### src/rtl/bts_pkg.sv
package bts_pkg;

  parameter int FLOAT_W = 4;

  typedef struct packed {
    logic [FLOAT_W-1:0] flt;
    logic               rdctl;
    logic               skip;
  } cs_cfg_t;

  // does a pending release window hold back this external access?
  function automatic logic window_applies(input logic wr, input logic same_cs,
                                          input logic skip);
    return wr | ~same_cs | ~skip;
  endfunction

  // next release counter value
  function automatic logic [FLOAT_W-1:0] cnt_next(input logic hit,
                                                  input logic [FLOAT_W-1:0] load,
                                                  input logic [FLOAT_W-1:0] cur);
    if (hit)
      return load;
    else if (cur != '0)
      return cur - 1'b1;
    else
      return cur;
  endfunction

  // turnaround needed when a write follows a read before the gap has elapsed
  function automatic logic turn_needed(input logic wr, input logic last_rd,
                                       input logic gap_ok);
    return wr & last_rd & ~gap_ok;
  endfunction

endpackage

### src/rtl/bts_cfg_bank.sv
module bts_cfg_bank
  import bts_pkg::*;
#(
  parameter int NCS = 4,
  localparam int CSW = (NCS > 1) ? $clog2(NCS) : 1
) (
  input  logic                 clk,
  input  logic                 rst_n,
  input  logic                 we,
  input  logic [CSW-1:0]       sel,
  input  cs_cfg_t              wdata,
  output cs_cfg_t [NCS-1:0]    cfg
);

  for (genvar i = 0; i < NCS; i++) begin : g_cs
    always_ff @(posedge clk) begin
      if (!rst_n)
        cfg[i] <= '0;
      else if (we && (sel == CSW'(i)))
        cfg[i] <= wdata;
    end
  end

endmodule

### src/rtl/bts_float_trk.sv
module bts_float_trk
  import bts_pkg::*;
#(
  parameter int NCS = 4,
  localparam int CSW = (NCS > 1) ? $clog2(NCS) : 1
) (
  input  logic              clk,
  input  logic              rst_n,
  input  logic              rd_grant,
  input  logic [CSW-1:0]    grant_cs,
  input  cs_cfg_t [NCS-1:0] cfg,
  input  logic              rd_rise,
  input  logic              cs_rise,
  output logic [CSW-1:0]    last_cs,
  output logic              win_idle,
  output logic              edge_hit
);

  logic               seen;
  logic [FLOAT_W-1:0] cnt;
  cs_cfg_t            cur_cfg;

  assign cur_cfg  = cfg[last_cs];
  assign edge_hit = seen & (cur_cfg.rdctl ? rd_rise : cs_rise);
  assign win_idle = (cnt == '0);

  always_ff @(posedge clk) begin
    if (!rst_n) begin
      last_cs <= '0;
      seen    <= 1'b0;
      cnt     <= '0;
    end else begin
      if (rd_grant) begin
        last_cs <= grant_cs;
        seen    <= 1'b1;
      end
      cnt <= cnt_next(edge_hit, cur_cfg.flt, cnt);
    end
  end

endmodule

### src/rtl/bts_gap_trk.sv
module bts_gap_trk
  import bts_pkg::*;
#(
  parameter int TURN_CYC = 1,
  localparam int GW = $clog2(TURN_CYC + 1)
) (
  input  logic clk,
  input  logic rst_n,
  input  logic ext_grant,
  input  logic grant_wr,
  input  logic slow_mode,
  output logic last_rd,
  output logic gap_ok,
  output logic rl_pend
);

  localparam logic [GW-1:0] TC = GW'(TURN_CYC);

  logic          slow_q;
  logic          mode_chg;
  logic [GW-1:0] gap_cnt;

  assign mode_chg = slow_mode ^ slow_q;
  assign gap_ok   = (gap_cnt == TC);

  always_ff @(posedge clk) begin
    if (!rst_n) begin
      slow_q  <= 1'b0;
      rl_pend <= 1'b0;
      last_rd <= 1'b0;
      gap_cnt <= TC;
    end else begin
      slow_q  <= slow_mode;
      rl_pend <= mode_chg;
      if (ext_grant) begin
        last_rd <= ~grant_wr;
        gap_cnt <= '0;
      end else if (!rl_pend && !gap_ok) begin
        gap_cnt <= gap_cnt + 1'b1;
      end
    end
  end

endmodule

### src/rtl/bus_turn_sched.sv
module bus_turn_sched
  import bts_pkg::*;
#(
  parameter int NCS      = 4,
  parameter int TURN_CYC = 1,
  localparam int CSW = (NCS > 1) ? $clog2(NCS) : 1
) (
  input  logic               clk,
  input  logic               rst_n,
  input  logic               cfg_we,
  input  logic [CSW-1:0]     cfg_sel,
  input  logic [FLOAT_W-1:0] cfg_flt,
  input  logic               cfg_rdctl,
  input  logic               cfg_skip,
  input  logic               rd_rise,
  input  logic               cs_rise,
  input  logic               slow_mode,
  input  logic               req_valid,
  input  logic [CSW-1:0]     req_cs,
  input  logic               req_wr,
  input  logic               req_int,
  output logic               grant,
  output logic               busy
);

  cs_cfg_t [NCS-1:0] cfg;
  cs_cfg_t           wdata;
  logic [CSW-1:0]    last_cs;
  logic              win_idle;
  logic              edge_hit;
  logic              last_rd;
  logic              gap_ok;
  logic              rl_pend;
  logic              ext_grant;
  logic              win_block;
  logic              turn_block;
  logic              ext_ok;

  assign wdata = '{flt: cfg_flt, rdctl: cfg_rdctl, skip: cfg_skip};

  bts_cfg_bank #(.NCS(NCS)) u_cfg (
    .clk   (clk),
    .rst_n (rst_n),
    .we    (cfg_we),
    .sel   (cfg_sel),
    .wdata (wdata),
    .cfg   (cfg)
  );

  bts_float_trk #(.NCS(NCS)) u_flt (
    .clk      (clk),
    .rst_n    (rst_n),
    .rd_grant (ext_grant & ~req_wr),
    .grant_cs (req_cs),
    .cfg      (cfg),
    .rd_rise  (rd_rise),
    .cs_rise  (cs_rise),
    .last_cs  (last_cs),
    .win_idle (win_idle),
    .edge_hit (edge_hit)
  );

  bts_gap_trk #(.TURN_CYC(TURN_CYC)) u_gap (
    .clk       (clk),
    .rst_n     (rst_n),
    .ext_grant (ext_grant),
    .grant_wr  (req_wr),
    .slow_mode (slow_mode),
    .last_rd   (last_rd),
    .gap_ok    (gap_ok),
    .rl_pend   (rl_pend)
  );

  assign win_block  = ~win_idle & window_applies(req_wr, req_cs == last_cs,
                                                 cfg[last_cs].skip);
  assign turn_block = turn_needed(req_wr, last_rd, gap_ok);
  assign ext_ok     = ~win_block & ~turn_block & ~rl_pend;
  assign grant      = req_valid & (req_int | ext_ok);
  assign busy       = req_valid & ~grant;
  assign ext_grant  = grant & ~req_int;

endmodule

### config.mk
export PLATFORM = sky130hd
export DESIGN_NAME = bus_turn_sched
export DESIGN_NICKNAME = d
export VERILOG_FILES = /design/src/rtl/bts_pkg.sv /design/src/rtl/bts_cfg_bank.sv /design/src/rtl/bts_float_trk.sv /design/src/rtl/bts_gap_trk.sv /design/src/rtl/bus_turn_sched.sv
export SDC_FILE = /design/constraint.sdc
export NUM_CORES = 1
export LEC_CHECK = 0
export BUFFER_PORTS_ARGS = -buffer_cell sky130_fd_sc_hd__buf_2
export CAP_MARGIN = 40
export CELL_PAD_IN_SITES_DETAIL_PLACEMENT = 1
export CELL_PAD_IN_SITES_GLOBAL_PLACEMENT = 2
export CORE_UTILIZATION = 33
export DETAILED_ROUTE_END_ITERATION = 10
export HOLD_SLACK_MARGIN = 0.03
export PLACE_DENSITY_LB_ADDON = 0.05
export SYNTH_ARGS = -nofsm -noshare
export SYNTH_HDL_FRONTEND = slang
export SYNTH_SLANG_ARGS = --single-unit
### constraint.sdc
create_clock -name clk -period 1.46 [get_ports clk]
set_input_delay 0.219 -clock clk [delete_from_list [all_inputs] [get_ports clk]]
set_output_delay 0.219 -clock clk [all_outputs]
set_load 0.005 [all_outputs]
### After elaboration in Yosys (flattened, before gate mapping)

Index checks and enable logic that the tools add are counted.

* bits in registers: 35

* add/subtract/negate cells: 2
* magnitude comparators: 1
* equal/unequal tests: 4
* mux-type cells: 7
* bitwise logic cells: 24
* reduce and logical (&&, ||, !) cells: 12

Operators by type and width (number)
* binary-select mux 6 bit (select 2 bit): 1
* AND 1 bit: 10
* NOT 1 bit: 10
* two-way mux 4 bit: 2
* two-way mux 6 bit: 1
* logical AND 1 bit: 5
* == test 2 bit, second input constant: 2
* zero test 4 bit: 1
* nonzero test 2 bit: 2
* nonzero test 4 bit: 1
* subtractor 4 x 1 -> 4 bit, second input constant: 1
* < comparator 2 x 3 -> 1 bit, second input constant: 1
* two-way mux 1 bit: 3
* bitwise OR 1 bit: 3
* == test 2 x 1 -> 1 bit, second input constant: 1
* == test 2 bit: 1
* zero test 1 bit: 2
* zero test 2 bit: 1
* adder 1 bit, second input constant: 1
* bitwise XOR 1 bit: 1

### Logic depth before layout (Yosys ltp)

* depth in word-level cells: 12
* gate-level depth with buffers: 6

### Hierarchy

From an unflattened synthesis, not the netlist that was laid out.

* cells, all modules: 159
* area, all modules: 1656.6 sq um

By module, submodules not included
* bts_cfg_bank: instances 1, cells an instance 85, area each 890.9 sq um
* bts_float_trk: instances 1, cells an instance 45, area each 500.5 sq um
* bus_turn_sched: instances 1, cells an instance 18, area each 137.6 sq um
* bts_gap_trk: instances 1, cells an instance 11, area each 127.6 sq um

### Worst setup path before layout

OpenSTA, ideal clock, no wires.

* path type: flip-flop to output port
* start: register u_flt.last_cs[1]
* end: output grant
* data arrival time: 1353 ps
* data required time: 1241 ps
* path slack: -112 ps
* cell stages (with the launch flop): 6
* cell sequence: dfxtp_1 -> buf_6 -> mux4_1 -> nand4_1 -> nand2_1 -> o21a_1

* cells in the longest elaborated chain, start to end: 10
* elaborated cells between the ends (all ways): 13

RTL lines
* from (decl): RTL line bts_float_trk.sv:14 `output logic [CSW-1:0] last_cs,`
* from (signal assigned): RTL line bts_float_trk.sv:34 `last_cs <= grant_cs;`
* binary-select mux 6 bit (select 2 bit) / == test 2 bit (equally long branches): RTL line bus_turn_sched.sv:75, bus_turn_sched.sv:74
* two-way mux 6 bit / NOT 1 bit (equally long branches)
* NOT 1 bit / bitwise OR 1 bit (equally long branches): RTL line bts_pkg.sv:14 `return wr | ~same_cs | ~skip;`
* bitwise OR 1 bit (*): RTL line bts_pkg.sv:14
* AND 1 bit (*): RTL line bus_turn_sched.sv:74 `assign win_block = ~win_idle & window_applies(req_wr, req_cs == last_cs,`
* NOT 1 bit (*): RTL line bus_turn_sched.sv:77 `assign ext_ok = ~win_block & ~turn_block & ~rl_pend;`
* AND 1 bit (*) (2 in a row): RTL line bus_turn_sched.sv:77
* bitwise OR 1 bit (*): RTL line bus_turn_sched.sv:78 `assign grant = req_valid & (req_int | ext_ok);`
* AND 1 bit (*): RTL line bus_turn_sched.sv:78
* to (decl): RTL line bus_turn_sched.sv:22 `output logic grant,`

Mark *: on every way between the ends. The rest lies on a longest branch, timed or not. The select of a mux whose other input is x is not followed.

### Worst setup path after layout

Ends and elaborated chain as after synthesis.

==> results.sh <==
export IMPL_area_growth_pct=23.8
export IMPL_slowest_stage="sky130_fd_sc_hd__mux4_2"
export IMPL_internal_power_uw=1790
export IMPL_post_cts_hold_buffer_count=0
export IMPL_placed_cell_area_um2=1950
export IMPL_power_switching_uw=742
export IMPL_path_clk_slew_ns=0.07
export IMPL_tightest_slew_ns=0.474
export IMPL_yosys_warnings=0
export IMPL_drv_slew=0
export IMPL_finalHoldViolCount=0
export IMPL_postSynthCellCount=154
export IMPL_globalRouteTotalUtil_pct=15.6
export IMPL_die_x_um=73.5
export IMPL_total_leakage_power_uw=0.000903
export IMPL_drt_pass1_iterations=3
export IMPL_start_util_pct=35.0
export IMPL_height_of_the_chip_um=73.5
export IMPL_io_buffers=20
export IMPL_grt_pass1_vias=1316
export IMPL_reg2reg_setup_slack_ns=-0.28
export IMPL_cts_max_path_buffers=2
export IMPL_gpl_final_weighted_congestion=0.664
export IMPL_final_nets=215
export IMPL_mean_post_synth_cell_area_um2=10.9
export IMPL_cap_viol_max_count=0
export IMPL_holdCritPathClass="in -> reg"
export IMPL_total_power_uw=2530
export IMPL_final_seq_area_um2=706
export IMPL_timing_slew_headroom_pct=68.3
export IMPL_cp_startpoint="u_flt.last_cs[1]"
export IMPL_ys_types=26
export IMPL_worst_ep_required_time_ns=1.24
export IMPL_share_of_async_settable_or_async_resettable_flops_after_synthesis_pct=0
export IMPL_finalSetupViolations=11
export IMPL_yosysTopAreaCellShare_pct=41.6
export IMPL_max_clock_freq_mhz=545
export IMPL_synth_seq_cells=35
export IMPL_finalCoreUtilization_pct=43.3
export IMPL_status="complete, but fails checks"
export IMPL_drc=0
export IMPL_timing_critical_path_arrival_ns=1.62
export IMPL_netSwitchingFraction_pct=29.3
export IMPL_place_detailed_hpwl_um=2870
export IMPL_rsz0062_at_grt="yes"
export IMPL_peakVddDrop_v=0.000514
export IMPL_r2r_end="u_flt.last_cs[0]"
export IMPL_num_rows=25
export IMPL_rr_startpoint="u_flt.last_cs[1]"
export IMPL_critPathLaunchType="register"
export IMPL_clock_sinks=35
export IMPL_yosys_most_used_dff="sky130_fd_sc_hd__dfxtp_1"
export IMPL_final_antenna_net_count=0
export IMPL_floorplan_die_area_um2=5400
export IMPL_wl_per_cell_um=14.6
export IMPL_worst_r2r_cell_count=8
export IMPL_post_synth_most_frequent_cells="sky130_fd_sc_hd__dfxtp_1, sky130_fd_sc_hd__mux2i_1, sky130_fd_sc_hd__nor2b_1"
export IMPL_worstPathCellList="mux4_2, nand4_1, nand2_1, o21a_1, buf_2"
export IMPL_wire_length_of_the_first_global_routing_pass_um=6210
export IMPL_cts_root_buffer="sky130_fd_sc_hd__clkbuf_8"
export IMPL_grt_antenna_before_repair=0
export IMPL_synth_area_leader_cell="sky130_fd_sc_hd__dfxtp_1"
export IMPL_ctsHtreeMaxLevel=2
export IMPL_critical_path_max_stage_delay_ns=0.50
export IMPL_period_share_pct=126
export IMPL_p_comb_share_pct=29.9
export IMPL_yosys_cell_count_top_type="sky130_fd_sc_hd__dfxtp_1"
export IMPL_top_level_ports=21
export IMPL_drt_vias_per_instance=4.63
export IMPL_min_path_cells=2
export IMPL_vias=1212
export IMPL_synth_enable_flop_cells=0
export IMPL_skew_ns=0.00448
export IMPL_number_of_buffers_inserted_during_clock_tree_synthesis=5
export IMPL_drive_gt1_share_pct=29.7
export IMPL_critical_path_peak_fanout=2
export IMPL_timing_final_ws_setup_ns=-0.376
export IMPL_proportion_of_power_drawn_by_flip_flops_and_latches_pct=43.9
export IMPL_grt_start_max_net_pins=24
export IMPL_multi_input_logic_area_um2=951
export IMPL_grt_ovfl_total=0
export IMPL_power_per_cell_area_nw_per_um2=1210
export IMPL_antenna_diode_count=0
export IMPL_seq_area_frac_synth_pct=41.6
export IMPL_insertion_delay_ns=0.28
export IMPL_tritoncts="built"
export IMPL_min_period_ns=1.84
export IMPL_post_synthesis_net_count=175
export IMPL_synth_area_top_cells="sky130_fd_sc_hd__dfxtp_1, sky130_fd_sc_hd__mux2i_1, sky130_fd_sc_hd__nor2b_1"
export IMPL_post_synth_instance_area_um2=1690
export IMPL_setup_worst_path_end_class="primary output"
export IMPL_worst_hold_path_endpoint="u_gap.slow_q"
export IMPL_finalInstanceArea_um2=2090
export IMPL_drtIter0Drc=32
export IMPL_timing_setup_critical_path_class="reg -> out"
export IMPL_worst_hold_startpoint="slow_mode"
export IMPL_nFillCells=569
export IMPL_failed_checks="setup timing"
export IMPL_drt_wl_total_um=3820
export IMPL_coreArea_um2=4820
export IMPL_power_frac_clock_pct=26.2
export IMPL_worst_hold_slack_ns=0.168
==> flip-flops by register name, indices dropped and copies added, names as in the netlist <==
signal / flops
u_gap.last_rd: 1
u_gap.gap_ok: 1
u_gap.slow_q: 1
u_gap.rl_pend: 1
u_cfg.cfg: 24
u_flt.cnt: 4
u_flt.seen: 1
u_flt.last_cs: 2
==> power groups by stage <==
stage                     combinational (uW)  sequential (uW)  clock, uW
after floorplan                          487             1120          0
after global placement                   701             1130          0
after detailed placement                 731             1140          0
after CTS                                753             1110        695
after global routing                     840             1120        725
final                                    758             1110        664
==> stage by stage <==
stage	instances	setup slack, ns	setup TNS [ns]
6_report	262	-0.376	-2.72
5_1_grt	262	-0.438	-3.72
4_1_cts	261	-0.387	-1.97
3_5_place_dp	250	-0.169	-0.771
3_3_place_gp	250	-0.138	-0.487
2_1_floorplan	154	-0.0652	-0.352
==> placed cells by master (no fill, tap or decap), types with 2 or more instances in the layout <==
cell,netlist,layout
sky130_fd_sc_hd__dfxtp_1,35,33
sky130_fd_sc_hd__nand3b_1,4,4
sky130_fd_sc_hd__nand2b_1,3,3
sky130_fd_sc_hd__o21a_1,2,2
sky130_fd_sc_hd__mux4_2,1,2
sky130_fd_sc_hd__buf_6,2,2
sky130_fd_sc_hd__mux4_1,5,4
sky130_fd_sc_hd__mux2i_1,33,33
sky130_fd_sc_hd__clkbuf_8,0,5
sky130_fd_sc_hd__clkbuf_1,4,2
sky130_fd_sc_hd__nor2b_1,26,26
sky130_fd_sc_hd__and2_1,2,2
sky130_fd_sc_hd__inv_2,0,2
sky130_fd_sc_hd__xnor2_1,4,4
sky130_fd_sc_hd__nor2_1,4,4
sky130_fd_sc_hd__nand2_1,14,14
sky130_fd_sc_hd__buf_4,0,18
sky130_fd_sc_hd__buf_2,1,20
==> cell type report <==
cell class              count  share of cell area [%]
clock buffers               7                    3.66
clock inverters             1                   0.240
inverters                   2                   0.360
multi-input cells         110                    45.6
flip-flops and latches     35                    33.8
well taps                  67                    4.02
repair buffers             40                    12.4
==> repair_timing <==
item / in CTS / in global routing
buffers inserted: 4 / 1
gates resized for setup: 4 / 5
pin swaps: 2 / 2
setup endpoints to repair: 10 / 11
==> worst max-delay path by stage <==
stage                         to  depth (start not counted)
CTS                        grant                          5
global placement           grant                          5
floorplan           u_flt.cnt[0]                          6
finish                     grant                          5
global route               grant                          5
detailed placement         grant                          5
==> worst max-delay path: cells and delay by family (launching register included) <==
family	cells	cell delay, ns
AOI/OAI and AO/OA	1	0.16
buffers and inverters	1	0.12
DFF	1	0.35
muxes	1	0.50
and+or+nand+nor	2	0.21
==> cells by family (layout without fill, tap and decap cells) <==
kind of cell               Yosys count  count (layout)  synth area share, %
and+or+nand+nor                     58              58                 19.7
muxes                               40              40                 29.4
DFF                                 35              35                 41.6
buffers and inverters                9              50                 2.97
AOI/OAI and AO/OA                    5               5                 2.23
xor gates and xnor gates             5               5                 2.60
adders and majority gates            2               2                 1.48
==> layer usage <==
metal	track usage [%]	up-vias	share of wire, %
li1	-	610	-
met1	17.7	582	43
met2	28.3	16	53
met3	2.88	4	2.7
met4	7.05	0	1.2
met5	0	-	0
Power figures use the tool's default switching activity.
